## src/rtl/mcr_pkg.sv

```systemverilog
package mcr_pkg;
    localparam int HW = 16;

    typedef enum logic [2:0] {
        WS_VALUE   = 3'd0,
        WS_RELOAD  = 3'd1,
        WS_MODE    = 3'd2,
        WS_MASK_LO = 3'd3,
        WS_MASK_HI = 3'd4
    } wsel_e;

    // write request seen by one 16-bit half
    typedef struct packed {
        logic          wv;   // write live value
        logic          wr;   // write reload shadow
        logic [HW-1:0] d;
    } half_wr_t;
endpackage

```

## src/rtl/mcr_half.sv

```systemverilog
module mcr_half
    import mcr_pkg::*;
(
    input  logic          clk,
    input  logic          rst,
    input  half_wr_t      wr,
    input  logic          cap,
    input  logic          rld,
    input  logic [HW-1:0] cnt,
    output logic [HW-1:0] value,
    output logic          eq
);
    logic [HW-1:0] shadow_q;

    always_ff @(posedge clk) begin
        if (rst) begin
            value    <= '0;
            shadow_q <= '0;
        end else begin
            if (wr.wr)
                shadow_q <= wr.d;
            // bus write > capture > reload
            if (wr.wv)
                value <= wr.d;
            else if (cap)
                value <= cnt;
            else if (rld)
                value <= shadow_q;
        end
    end

    assign eq = (value == cnt);
endmodule

```

## src/rtl/mcr_slot.sv

```systemverilog
module mcr_slot
    import mcr_pkg::*;
#(
    parameter int NEV = 8
) (
    input  logic           clk,
    input  logic           rst,
    input  logic           split,
    input  logic [31:0]    cnt,
    input  logic [NEV-1:0] ev,
    input  logic           lim_lo,
    input  logic           lim_hi,
    input  logic           sel_me,
    input  wsel_e          wsel,
    input  logic [31:0]    wdata,
    input  logic [1:0]     wbe,
    output logic [31:0]    value,
    output logic           match_lo,
    output logic           match_hi,
    output logic           mode_lo,
    output logic           mode_hi
);
    logic [1:0]          mode_q;
    logic [1:0][NEV-1:0] mask_q;
    logic [1:0]          hit, cap, rld, eq;

    always_ff @(posedge clk) begin
        if (rst) begin
            mode_q <= '0;
            mask_q <= '0;
        end else if (sel_me) begin
            case (wsel)
                WS_MODE:    mode_q    <= wdata[1:0];
                WS_MASK_LO: mask_q[0] <= wdata[NEV-1:0];
                WS_MASK_HI: mask_q[1] <= wdata[NEV-1:0];
                default: ;
            endcase
        end
    end

    always_comb begin
        for (int h = 0; h < 2; h++)
            hit[h] = mode_q[h] && ((ev & mask_q[h]) != '0);
        cap[0] = hit[0];
        rld[0] = !mode_q[0] && lim_lo;
        cap[1] = split ? hit[1] : hit[0];
        rld[1] = split ? (!mode_q[1] && lim_hi) : rld[0];
    end

    for (genvar h = 0; h < 2; h++) begin : g_half
        half_wr_t hwr;
        assign hwr = '{wv: sel_me && (wsel == WS_VALUE)  && wbe[h],
                       wr: sel_me && (wsel == WS_RELOAD) && wbe[h],
                       d:  wdata[h*HW +: HW]};
        mcr_half u_half (
            .clk   (clk),
            .rst   (rst),
            .wr    (hwr),
            .cap   (cap[h]),
            .rld   (rld[h]),
            .cnt   (cnt[h*HW +: HW]),
            .value (value[h*HW +: HW]),
            .eq    (eq[h])
        );
    end

    always_ff @(posedge clk) begin
        if (rst) begin
            match_lo <= 1'b0;
            match_hi <= 1'b0;
        end else begin
            match_lo <= !mode_q[0] && eq[0] && (split || eq[1]);
            match_hi <= split && !mode_q[1] && eq[1];
        end
    end

    assign mode_lo = mode_q[0];
    assign mode_hi = mode_q[1];
endmodule

```

## src/rtl/mcr_bank.sv

```systemverilog
module mcr_bank
    import mcr_pkg::*;
#(
    parameter int NREG = 4,
    parameter int NEV  = 8,
    localparam int IW  = (NREG > 1) ? $clog2(NREG) : 1
) (
    input  logic            clk,
    input  logic            rst,
    input  logic            split,
    input  logic [31:0]     cnt,
    input  logic [NEV-1:0]  ev,
    input  logic            lim_lo,
    input  logic            lim_hi,
    input  logic            wr_en,
    input  logic [2:0]      wr_sel,
    input  logic [IW-1:0]   wr_idx,
    input  logic [31:0]     wr_data,
    input  logic [1:0]      wr_be,
    input  logic [IW-1:0]   rd_idx,
    output logic [31:0]     rd_data,
    output logic [NREG-1:0] match_lo,
    output logic [NREG-1:0] match_hi
);
    logic [NREG-1:0][31:0] value_all;
    logic [NREG-1:0]       mode_lo_all, mode_hi_all;
    wsel_e                 wsel_c;

    assign wsel_c = wsel_e'(wr_sel);

    for (genvar i = 0; i < NREG; i++) begin : g_slot
        mcr_slot #(.NEV(NEV)) u_slot (
            .clk      (clk),
            .rst      (rst),
            .split    (split),
            .cnt      (cnt),
            .ev       (ev),
            .lim_lo   (lim_lo),
            .lim_hi   (lim_hi),
            .sel_me   (wr_en && (wr_idx == IW'(i))),
            .wsel     (wsel_c),
            .wdata    (wr_data),
            .wbe      (wr_be),
            .value    (value_all[i]),
            .match_lo (match_lo[i]),
            .match_hi (match_hi[i]),
            .mode_lo  (mode_lo_all[i]),
            .mode_hi  (mode_hi_all[i])
        );
    end

    always_comb begin
        rd_data = '0;
        for (int i = 0; i < NREG; i++)
            if (rd_idx == IW'(i))
                rd_data = value_all[i];
    end
endmodule

```

## config.mk

```make
export PLATFORM = sky130hd
export DESIGN_NAME = mcr_bank
export DESIGN_NICKNAME = d
export VERILOG_FILES = /design/src/rtl/mcr_pkg.sv /design/src/rtl/mcr_half.sv /design/src/rtl/mcr_slot.sv /design/src/rtl/mcr_bank.sv
export SDC_FILE = /design/constraint.sdc
export NUM_CORES = 1
export LEC_CHECK = 0
export ABC_CLOCK_PERIOD_IN_PS = 1600
export BUFFER_PORTS_ARGS = -buffer_cell sky130_fd_sc_hd__buf_4
export CAP_MARGIN = 20
export CORE_UTILIZATION = 55
export CTS_CLUSTER_DIAMETER = 200
export CTS_CLUSTER_SIZE = 12
export DETAILED_ROUTE_END_ITERATION = 7
export PLACE_DENSITY_LB_ADDON = 0.12
export SYNTH_ARGS = -nofsm -noshare
export SYNTH_HDL_FRONTEND = slang
export SYNTH_HIERARCHICAL = 1
export SYNTH_SLANG_ARGS = --single-unit
```

## constraint.sdc

```tcl
create_clock -name clk -period 1.6 [get_ports clk]
set_input_delay 0.16 -clock clk [delete_from_list [all_inputs] [get_ports clk]]
set_output_delay 0.16 -clock clk [all_outputs]
set_load 0.03 [all_outputs]
```

==> impl_summary.log <==
INFO  metric slew_viol_final = 0
INFO  metric post_route_cells_drive_above_1_share = 41.9%
INFO  metric p_leak = 0.00811 µW
INFO  metric pin_count_of_the_biggest_net_entering_global_routing = 76
INFO  metric htree_levels = 1
INFO  metric endpoint_kind = flop
INFO  metric first_global_vias = 16,100
INFO  metric dp_worst_setup_slack = -0.775 ns
INFO  metric yosys.cell_count.top_type = dfxtp_1
INFO  metric final-setup-viol-count = 166
INFO  metric routed-via-count = 17,000
INFO  metric synthCells = 1,887
INFO  metric clock_sinks = 336
INFO  metric class_of_the_tightest_hold_or_removal_check = input pin to flop
INFO  metric yosys.area_share.adder = 0%
INFO  metric drt-wirelength-per-cell = 24.1 µm
INFO  metric status = finished, violations left
INFO  metric max_slew_margin = 51.8%
INFO  metric hold_path_depth = 4
INFO  metric multiplexer_fraction_of_the_synthesized_cell_area = 13.5%
INFO  metric ir_drop = 895 µV
INFO  metric fp.dieH = 184 µm
INFO  metric numPlacedInstances = 2,516
INFO  metric layout_setup_ws = -0.338 ns
INFO  metric nets_in_the_synthesized_netlist = 1,974
INFO  metric cts_buffers = 31
INFO  metric cts.reportedPaths.clkPinSlew = 0.06 ns
INFO  metric post_synth_xor_area_fraction = 6.16%
INFO  metric fmax = 516 MHz
INFO  metric powerDensity = 704 nW/µm²
INFO  metric worst_pin_slew = 0.722 ns
INFO  metric clockRootBuffer = clkbuf_16
INFO  metric core.rowCount = 66
INFO  metric dp_hpwl = 39.6 mm
INFO  metric post-synth-top-area-fraction = 37.0%
INFO  metric cts_max_path_buffers = 3
INFO  metric initial_core_util = 55.9%
INFO  metric fin_cells = 2,696
INFO  metric fillCellCount = 2,289
INFO  metric tritoncts = yes
INFO  metric timing.critical_path.required = 2.02 ns
INFO  metric yosys_warnings = 6
INFO  metric core-area = 32,500 µm²
INFO  metric yosys.area_share.simple = 18.1%
INFO  metric maxCapViolCount = 0
INFO  metric track_usage = 36.1%
INFO  metric async_flop_share = 0%
INFO  metric drtIter0Drc = 1,877
INFO  metric failed_checks = setup timing
INFO  metric worst-endpoint-arrival = 2.36 ns
INFO  metric r2r_setup_slack = -0.34 ns
INFO  metric ys_top_cells_by_count = 336 x dfxtp_1, 200 x nand2_1, 180 x nor2_1
INFO  metric fraction_of_the_mapped_netlist_area_in_compound_gates = 20.4%
INFO  metric power = 17,100 µW
INFO  metric global_route_wire_length_before_repair = 94.7 mm
INFO  metric criticalPathCategory = flop to flop
INFO  metric post-route-cell-area = 24,300 µm²
INFO  metric hold_fails_final_rpt = 0
INFO  metric synth.largest_area_cell = dfxtp_1
INFO  metric critical_path_peak_fanout = 16
INFO  metric synth.yosys.seq_area_share = 37.0%
INFO  metric finClkSkew = 0.0178 ns
INFO  metric yosysUniqueCellTypes = 37
INFO  metric drt_first_pass_iters = 6
INFO  metric summed_instance_area_of_the_synthesized_netlist = 18,200 µm²
INFO  metric final_min_period_over_clock_period = 121%
INFO  metric die_area = 33,800 µm²
INFO  metric design.portCount = 127
INFO  metric area.growth.synth_to_final = 33.5%
INFO  metric global_route.overflow_total = 0
INFO  metric ys_ff_latch = 336
INFO  metric synth_ff_type = dfxtp_1
INFO  metric synth_top_family_by_area = compound AO/OA/AOI/OAI gates
INFO  metric final_weighted_congestion_in_routability_driven_placement = 0.937
INFO  metric chipWidth = 184 µm
INFO  metric synth_top_cells_by_area = dfxtp_1 37%, mux2i_1 9.2%, xnor2_1 6.2%
INFO  metric synth_enable_flop_cells = 0
INFO  metric clk_latency = 0.57 ns
INFO  metric place_area = 20,800 µm²
INFO  metric r2r_cells = 9
INFO  metric io_buffer_count = 126
INFO  metric drc_errors = 0
INFO  metric synth.avg_cell_area = 9.64 µm²
INFO  metric rsz0062_at_grt = yes
INFO  metric wire_length_after_detailed_routing = 64.9 mm
INFO  metric hold_slack = 0.0128 ns
INFO  metric start_kind = flop
INFO  metric viasPerCell = 6.31
INFO  metric post_route_ant_nets = 0
INFO  metric antenna_violations_before_repair = 0
INFO  metric design.final.nets = 2,342
INFO  metric time_the_worst_path_needs_with_i_o_delays_and_setup = 1.94 ns
## power by group
part / internal, µW / total [µW] / switching [µW]
registers: 8400 / 8430 / 33.6
clock network: 3380 / 6520 / 3140
logic: 867 / 2150 / 1280
total: 12600 / 17100 / 4460
## path summary, 6_finish.rpt
path,from,to
worst max-delay path,g_slot[0].u_slot/mask_q[2]$_SDFFE_PP0P_,g_slot[0].u_slot/g_half[1].u_half/value[15]$_SDFFE_PP0P_
worst min-delay path,cnt[29],g_slot[1].u_slot/g_half[1].u_half/value[13]$_SDFFE_PP0P_
worst max register to register,g_slot[0].u_slot/mask_q[2]$_SDFFE_PP0P_,g_slot[0].u_slot/g_half[1].u_half/value[15]$_SDFFE_PP0P_
worst min register to register,g_slot[0].u_slot/mask_q[4]$_SDFFE_PP0P_,g_slot[0].u_slot/mask_q[4]$_SDFFE_PP0P_
## per-stage QoR
step	setup TNS (ns)	utilization, %
2_1_floorplan	0	-
3_3_place_gp	-75.62	64.0
3_5_place_dp	-81.36	64.0
4_1_cts	-26.21	72.5
5_1_grt	-40.95	74.7
6_report	-33.07	74.7
## state kept, by name, summed over array words and instances, names as in the netlist
name                                  count
g_slot.u_slot/mask_q                     64
g_slot.u_slot/match_hi                    4
g_slot.u_slot/g_half.u_half/value       128
g_slot.u_slot/match_lo                    4
g_slot.u_slot/mode_q                      8
g_slot.u_slot/g_half.u_half/shadow_q    128
## routing by layer
layer	wire length [µm]	GRT usage, %	up-vias
li1	-	-	7500
met5	0	0	-
met3	6290	4.85	199
met2	29100	57.1	949
met4	2530	12.2	0
met1	26900	50.7	8367
## logic make-up after synthesis
group | after synthesis
AO/OA/AOI/OAI | 452
XOR/XNOR | 128
buffers and inverters | 143
flip-flops | 336
multiplexers | 204
AND/OR/NAND/NOR | 624
## final cells by class
cell class                      instances  area (µm²)  share of cell area [%]
Timing Repair Buffer                  478        4700                    19.3
Multi-Input combinational cell       1408       11400                    46.9
Clock buffer                           31         776                    3.19
Sequential cell                       336        6870                    28.3
Tap cell                              442         553                    2.28
Antenna cell                            1        2.50                  0.0103
## layout by cell type (no fill, tap or decap), drive strengths merged
| cell | n |
|---|---|
| nor3 | 16 |
| a21o | 128 |
| mux2i | 168 |
| mux4 | 32 |
| buf | 435 |
| nand3b | 128 |
| nand2b | 4 |
| and4b | 4 |
| dlygate4sd3 | 37 |
| nor4 | 8 |
| dfxtp | 336 |
| nor3b | 1 |
| nand4b | 4 |
| and3b | 2 |
| and3 | 1 |
| and4bb | 8 |
| nand4 | 40 |
| xnor2 | 128 |
| and2 | 4 |
| a22oi | 160 |
| diode | 1 |
| a21oi | 160 |
| nor4bb | 4 |
| nor2 | 180 |
| nor2b | 16 |
| nand2 | 200 |
| mux2 | 4 |
| clkbuf | 37 |
| a32o | 4 |
| nor4b | 4 |
## repair_timing
| action | CTS | global route |
|---|---|---|
| resized for setup | 273 | 114 |
| pin swaps | 78 | 110 |
| gates cloned | 5 | 8 |
| hold endpoints to repair | 191 | 0 |
| buffers inserted | 82 | 30 |
| hold buffers | 37 | 0 |
| endpoints found under the setup margin | 168 | 169 |
## worst max-delay path, stage by stage (launching register included)
cell and delay, ns:
dfxtp_2 0.32, a22oi_2 0.20, nand4_1 0.18, buf_4 0.18, a32o_2 0.29, buf_4 0.18, clkbuf_16 0.18, nand2_1 0.07
a21o_1 0.12, a21oi_1 0.05
(Power assumes the default switching activity.)
